[src/rtl/sreg_pkg.sv]
package sreg_pkg;
  localparam int SR_SM_BIT  = 0;
  localparam int SR_DME_BIT = 5;
  localparam int SR_IME_BIT = 6;
  localparam int SR_FO_BIT  = 15;
  localparam logic [31:0] SR_MODE_MASK =
    (32'd1 << SR_SM_BIT) | (32'd1 << SR_DME_BIT) | (32'd1 << SR_IME_BIT);
  localparam logic [31:0] SR_RESET = (32'd1 << SR_FO_BIT) | (32'd1 << SR_SM_BIT);

  typedef enum logic [4:0] {
    SK_UNMAPPED, SK_VER, SK_UPR, SK_CPUCFG, SK_DMMUCFG, SK_IMMUCFG,
    SK_NPC, SK_STAT, SK_PPC, SK_EPC, SK_EEA, SK_ESR,
    SK_DMATCH, SK_DXLATE, SK_IMATCH, SK_IXLATE, SK_PMASK, SK_PSTAT
  } sreg_kind_e;
endpackage

[src/rtl/sreg_decode.sv]
module sreg_decode
  import sreg_pkg::*;
#(
  parameter int TLB_DEPTH = 16,
  localparam int IW = (TLB_DEPTH > 1) ? $clog2(TLB_DEPTH) : 1
) (
  input  logic [31:0]  base_val,
  input  logic [15:0]  imm_off,
  output sreg_kind_e   kind,
  output logic [IW-1:0] idx
);
  localparam logic [10:0] MATCH_LO = 11'd512;
  localparam logic [10:0] XLATE_LO = 11'd640;
  localparam logic [10:0] MATCH_HI = 11'(512 + TLB_DEPTH);
  localparam logic [10:0] XLATE_HI = 11'(640 + TLB_DEPTH);

  logic [31:0] ea;
  logic [4:0]  grp;
  logic [10:0] num;
  logic [10:0] rel_m, rel_x;

  assign ea    = base_val | {16'b0, imm_off};
  assign grp   = ea[15:11];
  assign num   = ea[10:0];
  assign rel_m = num - MATCH_LO;
  assign rel_x = num - XLATE_LO;

  always_comb begin
    kind = SK_UNMAPPED;
    idx  = '0;
    if (ea[31:16] == 16'd0) begin
      unique case (grp)
        5'd0: begin
          case (num)
            11'd0:  kind = SK_VER;
            11'd1:  kind = SK_UPR;
            11'd2:  kind = SK_CPUCFG;
            11'd3:  kind = SK_DMMUCFG;
            11'd4:  kind = SK_IMMUCFG;
            11'd16: kind = SK_NPC;
            11'd17: kind = SK_STAT;
            11'd18: kind = SK_PPC;
            11'd32: kind = SK_EPC;
            11'd48: kind = SK_EEA;
            11'd64: kind = SK_ESR;
            default: kind = SK_UNMAPPED;
          endcase
        end
        5'd1, 5'd2: begin
          if (num >= MATCH_LO && num < MATCH_HI) begin
            kind = (grp == 5'd1) ? SK_DMATCH : SK_IMATCH;
            idx  = rel_m[IW-1:0];
          end else if (num >= XLATE_LO && num < XLATE_HI) begin
            kind = (grp == 5'd1) ? SK_DXLATE : SK_IXLATE;
            idx  = rel_x[IW-1:0];
          end
        end
        5'd9: begin
          if (num == 11'd0)      kind = SK_PMASK;
          else if (num == 11'd2) kind = SK_PSTAT;
        end
        default: kind = SK_UNMAPPED;
      endcase
    end
  end
endmodule

[src/rtl/sreg_tlb_bank.sv]
module sreg_tlb_bank #(
  parameter int DEPTH     = 16,
  parameter int DW        = 32,
  parameter int PAGE_BITS = 13,
  localparam int IW = (DEPTH > 1) ? $clog2(DEPTH) : 1
) (
  input  logic          clk,
  input  logic          rst,
  input  logic          wr_match,
  input  logic          wr_xlate,
  input  logic [IW-1:0] idx,
  input  logic [DW-1:0] wdata,
  output logic [DW-1:0] rd_match,
  output logic [DW-1:0] rd_xlate,
  output logic          inval_o,
  output logic [DW-1:0] inval_addr_o
);
  localparam logic [DW-1:0] PAGE_MASK = ~((DW'(1) << PAGE_BITS) - DW'(1));

  logic [DW-1:0] mtab [DEPTH];
  logic [DW-1:0] xtab [DEPTH];

  always_ff @(posedge clk) begin
    if (wr_match) mtab[idx] <= wdata;
    if (wr_xlate) xtab[idx] <= wdata;
  end

  assign rd_match = mtab[idx];
  assign rd_xlate = xtab[idx];

  always_ff @(posedge clk) begin
    if (rst) begin
      inval_o      <= 1'b0;
      inval_addr_o <= '0;
    end else begin
      inval_o <= wr_match && !wdata[0];
      if (wr_match && !wdata[0]) inval_addr_o <= rd_match & PAGE_MASK;
    end
  end

  p_inval_on_clear_r5: assert property (@(posedge clk) disable iff (rst)
    (wr_match && !wdata[0]) |=> inval_o);
  p_no_inval_valid_r5: assert property (@(posedge clk) disable iff (rst)
    (!wr_match || wdata[0]) |=> !inval_o);
endmodule

[src/rtl/sreg_access_unit.sv]
module sreg_access_unit
  import sreg_pkg::*;
#(
  parameter int TLB_DEPTH = 16,
  parameter int PAGE_BITS = 13,
  parameter int NIRQ      = 32,
  parameter logic [31:0] VER_RESET   = 32'h0000_0012,
  parameter logic [31:0] UPR_VAL     = 32'h0000_0019,
  parameter logic [31:0] CPUCFG_VAL  = 32'h0000_0020,
  parameter logic [31:0] DMMUCFG_VAL = 32'h0000_0018,
  parameter logic [31:0] IMMUCFG_VAL = 32'h0000_0018
) (
  input  logic            clk,
  input  logic            rst,
  input  logic            op_valid,
  input  logic            op_write,
  input  logic [31:0]     base_val,
  input  logic [15:0]     imm_off,
  input  logic [31:0]     wr_data,
  input  logic [31:0]     rd_prev,
  input  logic [NIRQ-1:0] irq_lines,
  output logic [31:0]     rd_data,
  output logic            flush_all,
  output logic            page_inval,
  output logic            page_inval_instr,
  output logic [31:0]     page_inval_addr,
  output logic            illegal_flag
);
  localparam int IW = (TLB_DEPTH > 1) ? $clog2(TLB_DEPTH) : 1;

  sreg_kind_e   kind;
  logic [IW-1:0] idx;

  logic [31:0] vr_q, npc_q, sr_q, ppc_q, epc_q, eea_q, esr_q;
  logic [NIRQ-1:0] pmask_q, pstat_q;
  logic flush_q, illegal_q;

  logic accept, wr_en, rd_en, bad_op;
  assign accept = op_valid && sr_q[SR_SM_BIT];
  assign bad_op = op_valid && !sr_q[SR_SM_BIT];
  assign wr_en  = accept && op_write;
  assign rd_en  = accept && !op_write;

  sreg_decode #(.TLB_DEPTH(TLB_DEPTH)) u_dec (
    .base_val (base_val),
    .imm_off  (imm_off),
    .kind     (kind),
    .idx      (idx)
  );

  logic [31:0] b_match [2];
  logic [31:0] b_xlate [2];
  logic        b_inv   [2];
  logic [31:0] b_iaddr [2];

  for (genvar s = 0; s < 2; s++) begin : g_side
    localparam sreg_kind_e KM = (s == 0) ? SK_DMATCH : SK_IMATCH;
    localparam sreg_kind_e KX = (s == 0) ? SK_DXLATE : SK_IXLATE;
    sreg_tlb_bank #(.DEPTH(TLB_DEPTH), .DW(32), .PAGE_BITS(PAGE_BITS)) u_bank (
      .clk          (clk),
      .rst          (rst),
      .wr_match     (wr_en && kind == KM),
      .wr_xlate     (wr_en && kind == KX),
      .idx          (idx),
      .wdata        (wr_data),
      .rd_match     (b_match[s]),
      .rd_xlate     (b_xlate[s]),
      .inval_o      (b_inv[s]),
      .inval_addr_o (b_iaddr[s])
    );
  end

  assign page_inval       = b_inv[0] | b_inv[1];
  assign page_inval_instr = b_inv[1];
  assign page_inval_addr  = b_inv[1] ? b_iaddr[1] : b_iaddr[0];

  // System, status and interrupt registers
  always_ff @(posedge clk) begin
    if (rst) begin
      vr_q      <= VER_RESET;
      npc_q     <= '0;
      sr_q      <= SR_RESET;
      ppc_q     <= '0;
      epc_q     <= '0;
      eea_q     <= '0;
      esr_q     <= '0;
      pmask_q   <= '0;
      pstat_q   <= '0;
      flush_q   <= 1'b0;
      illegal_q <= 1'b0;
    end else begin
      flush_q   <= 1'b0;
      illegal_q <= illegal_q | bad_op;
      if (wr_en && kind == SK_PSTAT)
        pstat_q <= (pstat_q & ~wr_data[NIRQ-1:0]) | irq_lines;
      else
        pstat_q <= pstat_q | irq_lines;
      if (wr_en) begin
        case (kind)
          SK_VER:   vr_q  <= wr_data;
          SK_NPC:   npc_q <= wr_data;
          SK_PPC:   ppc_q <= wr_data;
          SK_EPC:   epc_q <= wr_data;
          SK_EEA:   eea_q <= wr_data;
          SK_ESR:   esr_q <= wr_data;
          SK_STAT: begin
            sr_q    <= wr_data | (32'd1 << SR_FO_BIT);
            flush_q <= ((sr_q ^ wr_data) & SR_MODE_MASK) != 32'd0;
          end
          SK_PMASK: pmask_q <= pmask_q | wr_data[NIRQ-1:0];
          default: ;
        endcase
      end
    end
  end

  // Combinational read path
  always_comb begin
    rd_data = rd_prev;
    if (rd_en) begin
      case (kind)
        SK_VER:     rd_data = vr_q;
        SK_UPR:     rd_data = UPR_VAL;
        SK_CPUCFG:  rd_data = CPUCFG_VAL;
        SK_DMMUCFG: rd_data = DMMUCFG_VAL;
        SK_IMMUCFG: rd_data = IMMUCFG_VAL;
        SK_NPC:     rd_data = npc_q;
        SK_STAT:    rd_data = sr_q;
        SK_PPC:     rd_data = ppc_q;
        SK_EPC:     rd_data = epc_q;
        SK_EEA:     rd_data = eea_q;
        SK_ESR:     rd_data = esr_q;
        SK_DMATCH:  rd_data = b_match[0];
        SK_DXLATE:  rd_data = b_xlate[0];
        SK_IMATCH:  rd_data = b_match[1];
        SK_IXLATE:  rd_data = b_xlate[1];
        SK_PMASK:   rd_data = 32'(pmask_q);
        SK_PSTAT:   rd_data = 32'(pstat_q);
        default:    rd_data = rd_prev;
      endcase
    end
  end

  assign flush_all    = flush_q;
  assign illegal_flag = illegal_q;

  p_fo_forced_r2: assert property (@(posedge clk) disable iff (rst)
    (wr_en && kind == SK_STAT) |=> sr_q[SR_FO_BIT]);
  p_flush_on_mode_r3: assert property (@(posedge clk) disable iff (rst)
    flush_all |-> (($past(sr_q) ^ sr_q) & SR_MODE_MASK) != 32'd0);
  p_mask_or_r7: assert property (@(posedge clk) disable iff (rst)
    (wr_en && kind == SK_PMASK) |=>
      ((pmask_q & $past(wr_data[NIRQ-1:0])) == $past(wr_data[NIRQ-1:0])));
  p_mask_keeps_r7: assert property (@(posedge clk) disable iff (rst)
    1'b1 |=> ((pmask_q & $past(pmask_q)) == $past(pmask_q)));
  p_user_blocks_r11: assert property (@(posedge clk) disable iff (rst)
    bad_op |=> (npc_q == $past(npc_q) && sr_q == $past(sr_q) && illegal_flag));
  p_illegal_sticky_r11: assert property (@(posedge clk) disable iff (rst)
    illegal_flag |=> illegal_flag);
  p_one_inval_side_r5: assert property (@(posedge clk) disable iff (rst)
    !(b_inv[0] && b_inv[1]));
endmodule

[config.mk]
export PLATFORM = sky130hd
export DESIGN_NAME = sreg_access_unit
export DESIGN_NICKNAME = d
export VERILOG_FILES = /design/src/rtl/sreg_pkg.sv /design/src/rtl/sreg_decode.sv /design/src/rtl/sreg_tlb_bank.sv /design/src/rtl/sreg_access_unit.sv
export SDC_FILE = /design/constraint.sdc
export NUM_CORES = 2
export LEC_CHECK = 0
export BUFFER_PORTS_ARGS = -buffer_cell sky130_fd_sc_hd__buf_2
export CAP_MARGIN = 10
export CORE_MARGIN = 2
export CORE_UTILIZATION = 28
export CTS_BUF_LIST = sky130_fd_sc_hd__clkbuf_4 sky130_fd_sc_hd__clkbuf_8
export CTS_CLUSTER_DIAMETER = 120
export DETAILED_ROUTE_END_ITERATION = 10
export PLACE_DENSITY = 0.41
export SETUP_SLACK_MARGIN = 0.15
export SLEW_MARGIN = 20
export SYNTH_ARGS = -nofsm -noshare
export SYNTH_HDL_FRONTEND = slang
export SYNTH_SLANG_ARGS = --single-unit
export TNS_END_PERCENT = 30
[constraint.sdc]
create_clock -name clk -period 7.6 [get_ports clk]
set_input_delay 0.38 -clock clk [delete_from_list [all_inputs] [get_ports clk]]
set_output_delay 0.38 -clock clk [all_outputs]
set_load 0.01 [all_outputs]
== After elaboration in Yosys (flattened, before gate mapping) ==
Memories as Yosys holds them, arrays and structs flattened.
Index checks and enable logic that the tools add are counted.

* Input bits: 148
* Logic and storage cells: 122
* Bits in registers: 329
* RAM bits: 2,048
* Memories kept: 4

{| class="wikitable"
|+ Memory list
! memory !! depth !! bits a word !! read ports !! clocked after Yosys merged registers in !! wr ports !! line !! RTL
|-
| g_side[0].u_bank.mtab || 16 || 32 || 1 || 0 || 1 || sreg_tlb_bank.sv:20 || <nowiki>logic [DW-1:0] mtab [DEPTH];</nowiki>
|-
| g_side[0].u_bank.xtab || 16 || 32 || 1 || 0 || 1 || sreg_tlb_bank.sv:21 || <nowiki>logic [DW-1:0] xtab [DEPTH];</nowiki>
|-
| g_side[1].u_bank.mtab || 16 || 32 || 1 || 0 || 1 || sreg_tlb_bank.sv:20 ||
|-
| g_side[1].u_bank.xtab || 16 || 32 || 1 || 0 || 1 || sreg_tlb_bank.sv:21 ||
|}

* Bitwise gates (word level): 11
* Equal/unequal tests: 30
* Magnitude comparators: 4
* Reductions and logical operators: 31
* $add $sub $neg: 2
* Multiplexer cells: 25

{| class="wikitable"
|+ Operators with widths
! operator !! count
|-
| case mux 32 bit (16 select lines) || 1
|-
| two-way mux 32 bit || 3
|-
| OR 32 bit || 3
|-
| equality test 5 x 4 -> 1 bit (second input constant) || 9
|-
| case mux 4 bit (11 select lines) || 1
|-
| equality test 11 x 5 -> 1 bit (second input constant) || 3
|-
| AND 32 bit || 1
|-
| NOT 32 bit || 1
|-
| OR 32 x 16 -> 32 bit || 1
|-
| nonzero test 32 bit || 1
|-
| two-way mux 5 bit || 5
|-
| equality test 11 x 2 -> 1 bit (second input constant) || 2
|-
| equality test 11 x 6 -> 1 bit (second input constant) || 2
|-
| greater-or-equal comparator 11 x 10 -> 1 bit (second input constant) || 2
|-
| less-than comparator 11 x 10 -> 1 bit (second input constant) || 2
|-
| equality test 5 x 3 -> 1 bit (second input constant) || 4
|-
| logical NOT 16 bit || 1
|-
| two-way mux 4 bit || 4
|-
| AND reduction 2 bit || 8
|-
| equality test 5 x 2 -> 1 bit (second input constant) || 3
|-
| case mux 5 bit (3 select lines) || 1
|-
| logical AND 1 bit || 13
|-
| equality test 11 x 1 -> 1 bit (second input constant) || 1
|-
| equality test 11 x 3 -> 1 bit (second input constant) || 1
|-
| other kinds (14) || 30
|}

== Longest topological paths before layout ==
* Depth in word-level cells: 11
* Depth in mapped cells: 15
* Mapped depth without buffers: 10

== Hierarchy ==
A second synthesis with hierarchy kept.

* Cell total of the unflattened synthesis: 5,098
* Area, all modules: 93,465.9 µm²

{| class="wikitable"
|+ By module, submodules not included
! module !! seq. area each (µm²) !! cells each !! area each (µm²) !! times used
|-
| sreg_tlb_bank at g_side[0].u_bank || 31,149.9 || 1,634 || 39,888.3 || 1
|-
| sreg_tlb_bank at g_side[1].u_bank || 31,149.9 || 1,636 || 39,872.0 || 1
|-
| sreg_access_unit || 5,785.5 || 1,752 || 13,255.2 || 1
|-
| sreg_decode || 0.0 || 76 || 450.4 || 1
|}

== Least setup slack after synthesis ==
OpenSTA, ideal clock, no wires.

* Kind: input -> register
* Start: input imm_off[8]
* End: memory g_side[1].u_bank.xtab[10][0], enable pin
* Arrival: 5,043 ps
* Setup slack: 2,096 ps
* Required time: 7,139 ps
* Stages: 11
* Path buffers: 3
* Cells stage by stage: nor4_2 and4_1 nand4_1 o32a_1 o22a_1 buf_2 nor3_2 buf_2 nand2_2 buf_2 nor3_1

* Word-level cells in the longest chain between the ends: 11
* Elaborated cells on any way between the ends: 33
* Those cells by class: 4 x order compare; 11 x eq/ne; 13 x mux; 1 x bitwise; 4 x reduce/logical

{| class="wikitable"
|+ Ends and longest elaborated chain
! what !! line !! RTL
|-
| start, declared || sreg_access_unit.sv:18 || <nowiki>input logic [15:0] imm_off,</nowiki>
|-
| OR 32 x 16 -> 32 bit * || sreg_decode.sv:22 || <nowiki>assign ea = base_val | {16'b0, imm_off};</nowiki>
|-
| greater-or-equal comparator 11 x 10 -> 1 bit or less-than comparator 11 x 10 -> 1 bit (tied branches) || sreg_decode.sv:53 || <nowiki>end else if (num >= XLATE_LO && num < XLATE_HI) begin</nowiki>
|-
| logical AND 1 bit || sreg_decode.sv:53 ||
|-
| two-way mux 5 bit || sreg_decode.sv:53 ||
|-
| two-way mux 5 bit || sreg_decode.sv:50 || <nowiki>if (num >= MATCH_LO && num < MATCH_HI) begin</nowiki>
|-
| case mux 5 bit (3 select lines) || sreg_decode.sv:32 || <nowiki>unique case (grp)</nowiki>
|-
| two-way mux 5 bit || sreg_decode.sv:31 || <nowiki>if (ea[31:16] == 16'd0) begin</nowiki>
|-
| equality test 5 x 4 -> 1 bit || sreg_access_unit.sv:63 || <nowiki>.wr_xlate (wr_en && kind == KX),</nowiki>
|-
| logical AND 1 bit || sreg_access_unit.sv:63 ||
|-
| two-way mux 1 bit || sreg_tlb_bank.sv:25 || <nowiki>if (wr_xlate) xtab[idx] <= wdata;</nowiki>
|-
| two-way mux 1 bit (not written as such) || sreg_tlb_bank.sv:25 ||
|-
| end, declared || sreg_tlb_bank.sv:21 ||
|}

Mark *: on every way between the ends. The rest lies on a longest branch, timed or not.

== Worst setup path in the final report ==
* Start: input imm_off[8]
* End: output rd_data[20]

* Word-level cells in the longest chain between the ends: 11
* Elaborated cells on any way between the ends: 53
* Those cells by class: 4 x order compare; 27 x eq/ne; 13 x mux; 1 x bitwise; 4 x reduce/logical; 4 x memory

{| class="wikitable"
|+ Ends and longest elaborated chain
! what !! line !! RTL
|-
| OR 32 x 16 -> 32 bit * || sreg_decode.sv:22 ||
|-
| parallel branches: the longest is 8 deep, another holds memory (16 x 32 bit) || -- ||
|-
| case mux 32 bit (16 select lines) * || sreg_access_unit.sv:121 || <nowiki>case (kind)</nowiki>
|-
| two-way mux 32 bit * || sreg_access_unit.sv:120 || <nowiki>if (rd_en) begin</nowiki>
|-
| end, declared || sreg_access_unit.sv:22 || <nowiki>output logic [31:0] rd_data,</nowiki>
|}

Mark *: on every way between the ends.

==> summary.txt <==
Outcome
  • Outcome: finished, final reports clean

Floorplan
  • Area of the die: between 300,000 and 400,000 sq um
  • Starting density of the core: 0.2818
  • Core Area: roughly 330,000 sq um
  • Die Wd: 580.9 um
  • I/O pins: roughly 220
  • Row cnt: 211
  • Die Y: 580.9 um

Power and ir drop
  • Switching pwr: about 6.3 mW
  • Switching share of power: 0.2335
  • Peak supply drop: roughly 0.12 mV
  • P_leak: about 36 nW
  • Pwr dens: roughly 240 nW/um^2
  • Clock network fraction of design power: 0.435
  • Seq pwr share: 0.526
  • Internal: slightly above 20 mW
  • Gate power share: 0.040
  • Overall power: around 27 mW

Synth
  • Count of different cell masters after synthesis: between 80 and 90
  • Post-synthesis xor/xnor area fraction: 0.0003759
  • Adder-Cell Fraction of Synth Area: 0.0001074
  • Ys Warns: 0
  • Post-Synth Simple-Gate Area: 0.1027
  • Mux cell area share after synthesis: 0.01732
  • Syn_area_per_cell: around 13 sq um
  • Sequential element share of the synthesized area: 0.7305
  • Count of state elements after synthesis: between 2,000 and 2,500
  • Mapped Area: about 93,000 sq um
  • Top_reg_cell synth: edfxtp_1
  • Largest family of logic cells by synthesized area: compound AO/OA/AOI/OAI gates
  • Post-synthesis compound-gate area fraction: 0.1244
  • EDFF count, synth: roughly 2,000
  • Asr flop ratio synth: 0
  • Gate Count Post-Synth: 7,282

GRT
  • Gr busiest metal: met2
  • M3 GR Usage: 0.03833
  • Total grt overflow: 0
  • GR Layer Usage met2: 0.3816
  • Largest net degree at the start of global routing: 175
  • First-pass GRT wire length: approximately 570,000 um
  • Tot GR Track Use: 0.2448
  • Met1 Track Usage GR: 0.3442
  • Initial antenna violation count: between 40 and 50
  • Number of global-route vias before repair: ~64,000

Detailed routing
  • WL final: roughly 430,000 um
  • Routed len/inst: 34.07 um
  • Drt pass-1 iters: 9
  • Via density: between 5 and 6
  • 1st-iter DRT viols: 9,105
  • DR vias: between 60,000 and 70,000
  • DRT antenna net count: 0
  • Detailed-route DRC error count: 0

Clock tree
  • TritonCTS buffer count: 414
  • Clock-pin slew on the worst setup and hold paths: 60 ps
  • Worst-case clock buffer depth: 4
  • Root cell of the clock tree: clkbuf_8
  • Worst-skew pair later-pin latency: 1050 ps
  • CTS tree: done
  • Sink Count: approximately 2,400
  • H-tree depth: 5

Timing
  • Fmax: roughly 150 MHz
  • Unrepaired setup endpoints after global routing: false
  • Slew headroom: 0.09390
  • Fin. Hold Viols: 0
  • Count of final setup violators: 0
  • Layout Skew: approximately 94 ps
  • Crit path time final: 6472 ps
  • Setup TNS: 0 ps
  • Final cycle utilization of the critical path: 0.8516
  • Final Max Tran Viols: 0
  • Slew @ Worst Pin: around 1400 ps
  • Worst setup margin: about 1100 ps

Layout
  • Area occupied by multi-input gates: 23,540 sq um
  • Nets: approximately 8,000
  • Area Growth Syn to Fin: 18.38%
  • Share of cells above drive strength 1: 0.1715
  • Commonest cells after routing, fill and taps aside: 2,048 x edfxtp_1, 1,469 x nand2_1, 524 x nor2_1, 497 x a21oi_1, 444 x clkbuf_8
  • Filler instances: about 33,000
  • Finished Cell Area: 110,300 sq um
  • Most common cell after layout, fill and taps aside: edfxtp_1
  • Register area: 68,090 sq um

Setup path
  • Worst-path maximum fanout: 31
  • CP startpoint kind: primary input
  • Data arrival, critical path: 6090 ps
  • Slowest library cell on the worst path: a2111oi_1
  • CP Cell Sequence: buf_2 -> or4_4 -> nor4_4 -> and3_1 -> buf_4 -> nand3_2 -> buf_4 -> a22oi_1 -> o22ai_1 -> nor3_1 -> o21ai_1 -> a2111oi_1 -> buf_4 -> a31oi_1 -> buf_2
  • Crit path kind: in -> out
  • Worst Path Required: 7220 ps
  • Cell with the most instances on the worst path: buf_4
  • Worst setup EP type: output pin
  • Crit-path max cell delay: around 930 ps

Run
  • Max-Cap Viols: 0

Placement
  • Port Buffer Count: ~200
  • Area after DPL: 101,300 sq um
  • Placer Congestion: approximately 0.91
  • HPWL Detailed: approximately 260,000 um
  • Worst Setup Slack post-DPL: around 1200 ps

Min path
  • HP Class: in -> reg
-- critical path: cells and delay by family --
family          cells  cell delay [ps]
simple gates        5             2860
compound gates      5             1470
buf+inv             5             1350
-- through the flow --
stage | util | cells | hold WS (ps)
after detailed placement | 0.3062 | 11663 | 442.7
after CTS | 0.3333 | 12495 | 0.006328
final | 0.3336 | 12519 | 71.57
after global placement | 0.3059 | 11660 | 434.9
after floorplan | - | 7294 | 427.5
after global routing | 0.3334 | 12502 | 57.16
-- state kept, by name, summed over array words and instances, names as in the netlist --
| signal | cells |
|---|---|
| g_side.u_bank.mtab | 1024 |
| g_side.u_bank.xtab | 1024 |
| g_side.u_bank.inval_addr_o | 38 |
| eea_q | 32 |
| epc_q | 32 |
| esr_q | 32 |
| npc_q | 32 |
| pmask_q | 32 |
| ppc_q | 32 |
| pstat_q | 32 |
| vr_q | 32 |
| sr_q | 31 |
| g_side.u_bank.inval_o | 2 |
| flush_all | 1 |
| illegal_flag | 1 |
-- synth_stat cells, types with 9 or more instances --
cell,instances,area [sq um]
o221ai_1,79,691.9
a31oi_1,317,1983
mux4_2,10,225.2
buf_4,17,127.6
o211ai_1,22,165.2
clkbuf_1,370,1389
nor3_1,100,500.5
o22ai_1,368,2302
a21oi_1,498,2492
a22o_1,26,227.7
mux2i_1,114,1141
o22a_1,18,157.7
mux2_2,21,236.5
buf_2,99,495.5
nand3_1,131,655.6
and3_1,22,137.6
a222oi_1,25,250.2
a211oi_1,60,450.4
a2bb2oi_1,11,96.34
nor4_1,14,87.58
nor3_2,12,120.1
o2111ai_1,17,148.9
o21ai_0,178,890.9
nor2_1,540,2027
o21ai_1,9,45.04
edfxtp_1,2048,61500
buf_1,71,266.5
a221oi_1,32,280.3
nand2_1,1474,5533
a22oi_1,112,840.8
dfxtp_1,329,6586
nand4_1,13,81.33
-- final cells by class --
type | instances | area share
Clock inverter | 136 | 0.006736
Timing Repair Buffer | 654 | 0.04652
Clock buffer | 602 | 0.06613
Inverter | 4 | 0.0001361
Multi-Input combinational cell | 4356 | 0.2134
Antenna cell | 24 | 0.0005443
Tap cell | 4366 | 0.04951
Sequential cell | 2377 | 0.6171
-- cell families (layout without fill, tap and decap cells) --
kind of cell,after synthesis,in the layout
adders and majority gates,1,1
buffers and inverters,561,1396
xor gates and xnor gates,4,4
other,1,37
DFF,2377,2377
and+or+nand+nor,2358,2358
AOI/OAI and AO/OA,1834,1834
muxes,146,146
-- power groups by stage --
stage	sequential (mW)	clock (mW)	combinational (mW)
floorplan	14.4	0	0.376
detailed placement	14.4	0	1.03
finish	14.2	11.7	1.07
global placement	14.4	0	1.02
CTS	14.2	11.9	1.07
global route	14.2	12.5	1.12
-- timing repair --
action | in CTS | in global routing
hold buffers | 94 | 0
setup buffers | 0 | 0
hold endpoints to repair | 988 | 0
resized for setup | 0 | 0
-- metal layers --
metal | share of wire | wire length [um] | vias to the layer above
met5 | 0.00026 | 112 | -
met4 | 0.037 | 15940 | 16
met3 | 0.076 | 32510 | 651
met2 | 0.45 | 192600 | 3373
met1 | 0.43 | 185400 | 35990
li1 | - | - | 28604
-- path summary, 6_finish.rpt --
kind,start,end,slack (ps),cells past startpoint
min,irq_lines[28],pstat_q[28],70,4
min reg2reg,sr_q[3],sr_q[3],450,2
max reg2reg,sr_q[0],g_side[0].u_bank.mtab[1][25],3430,4
max,imm_off[8],rd_data[20],1130,15
(Power assumes the default switching activity.)
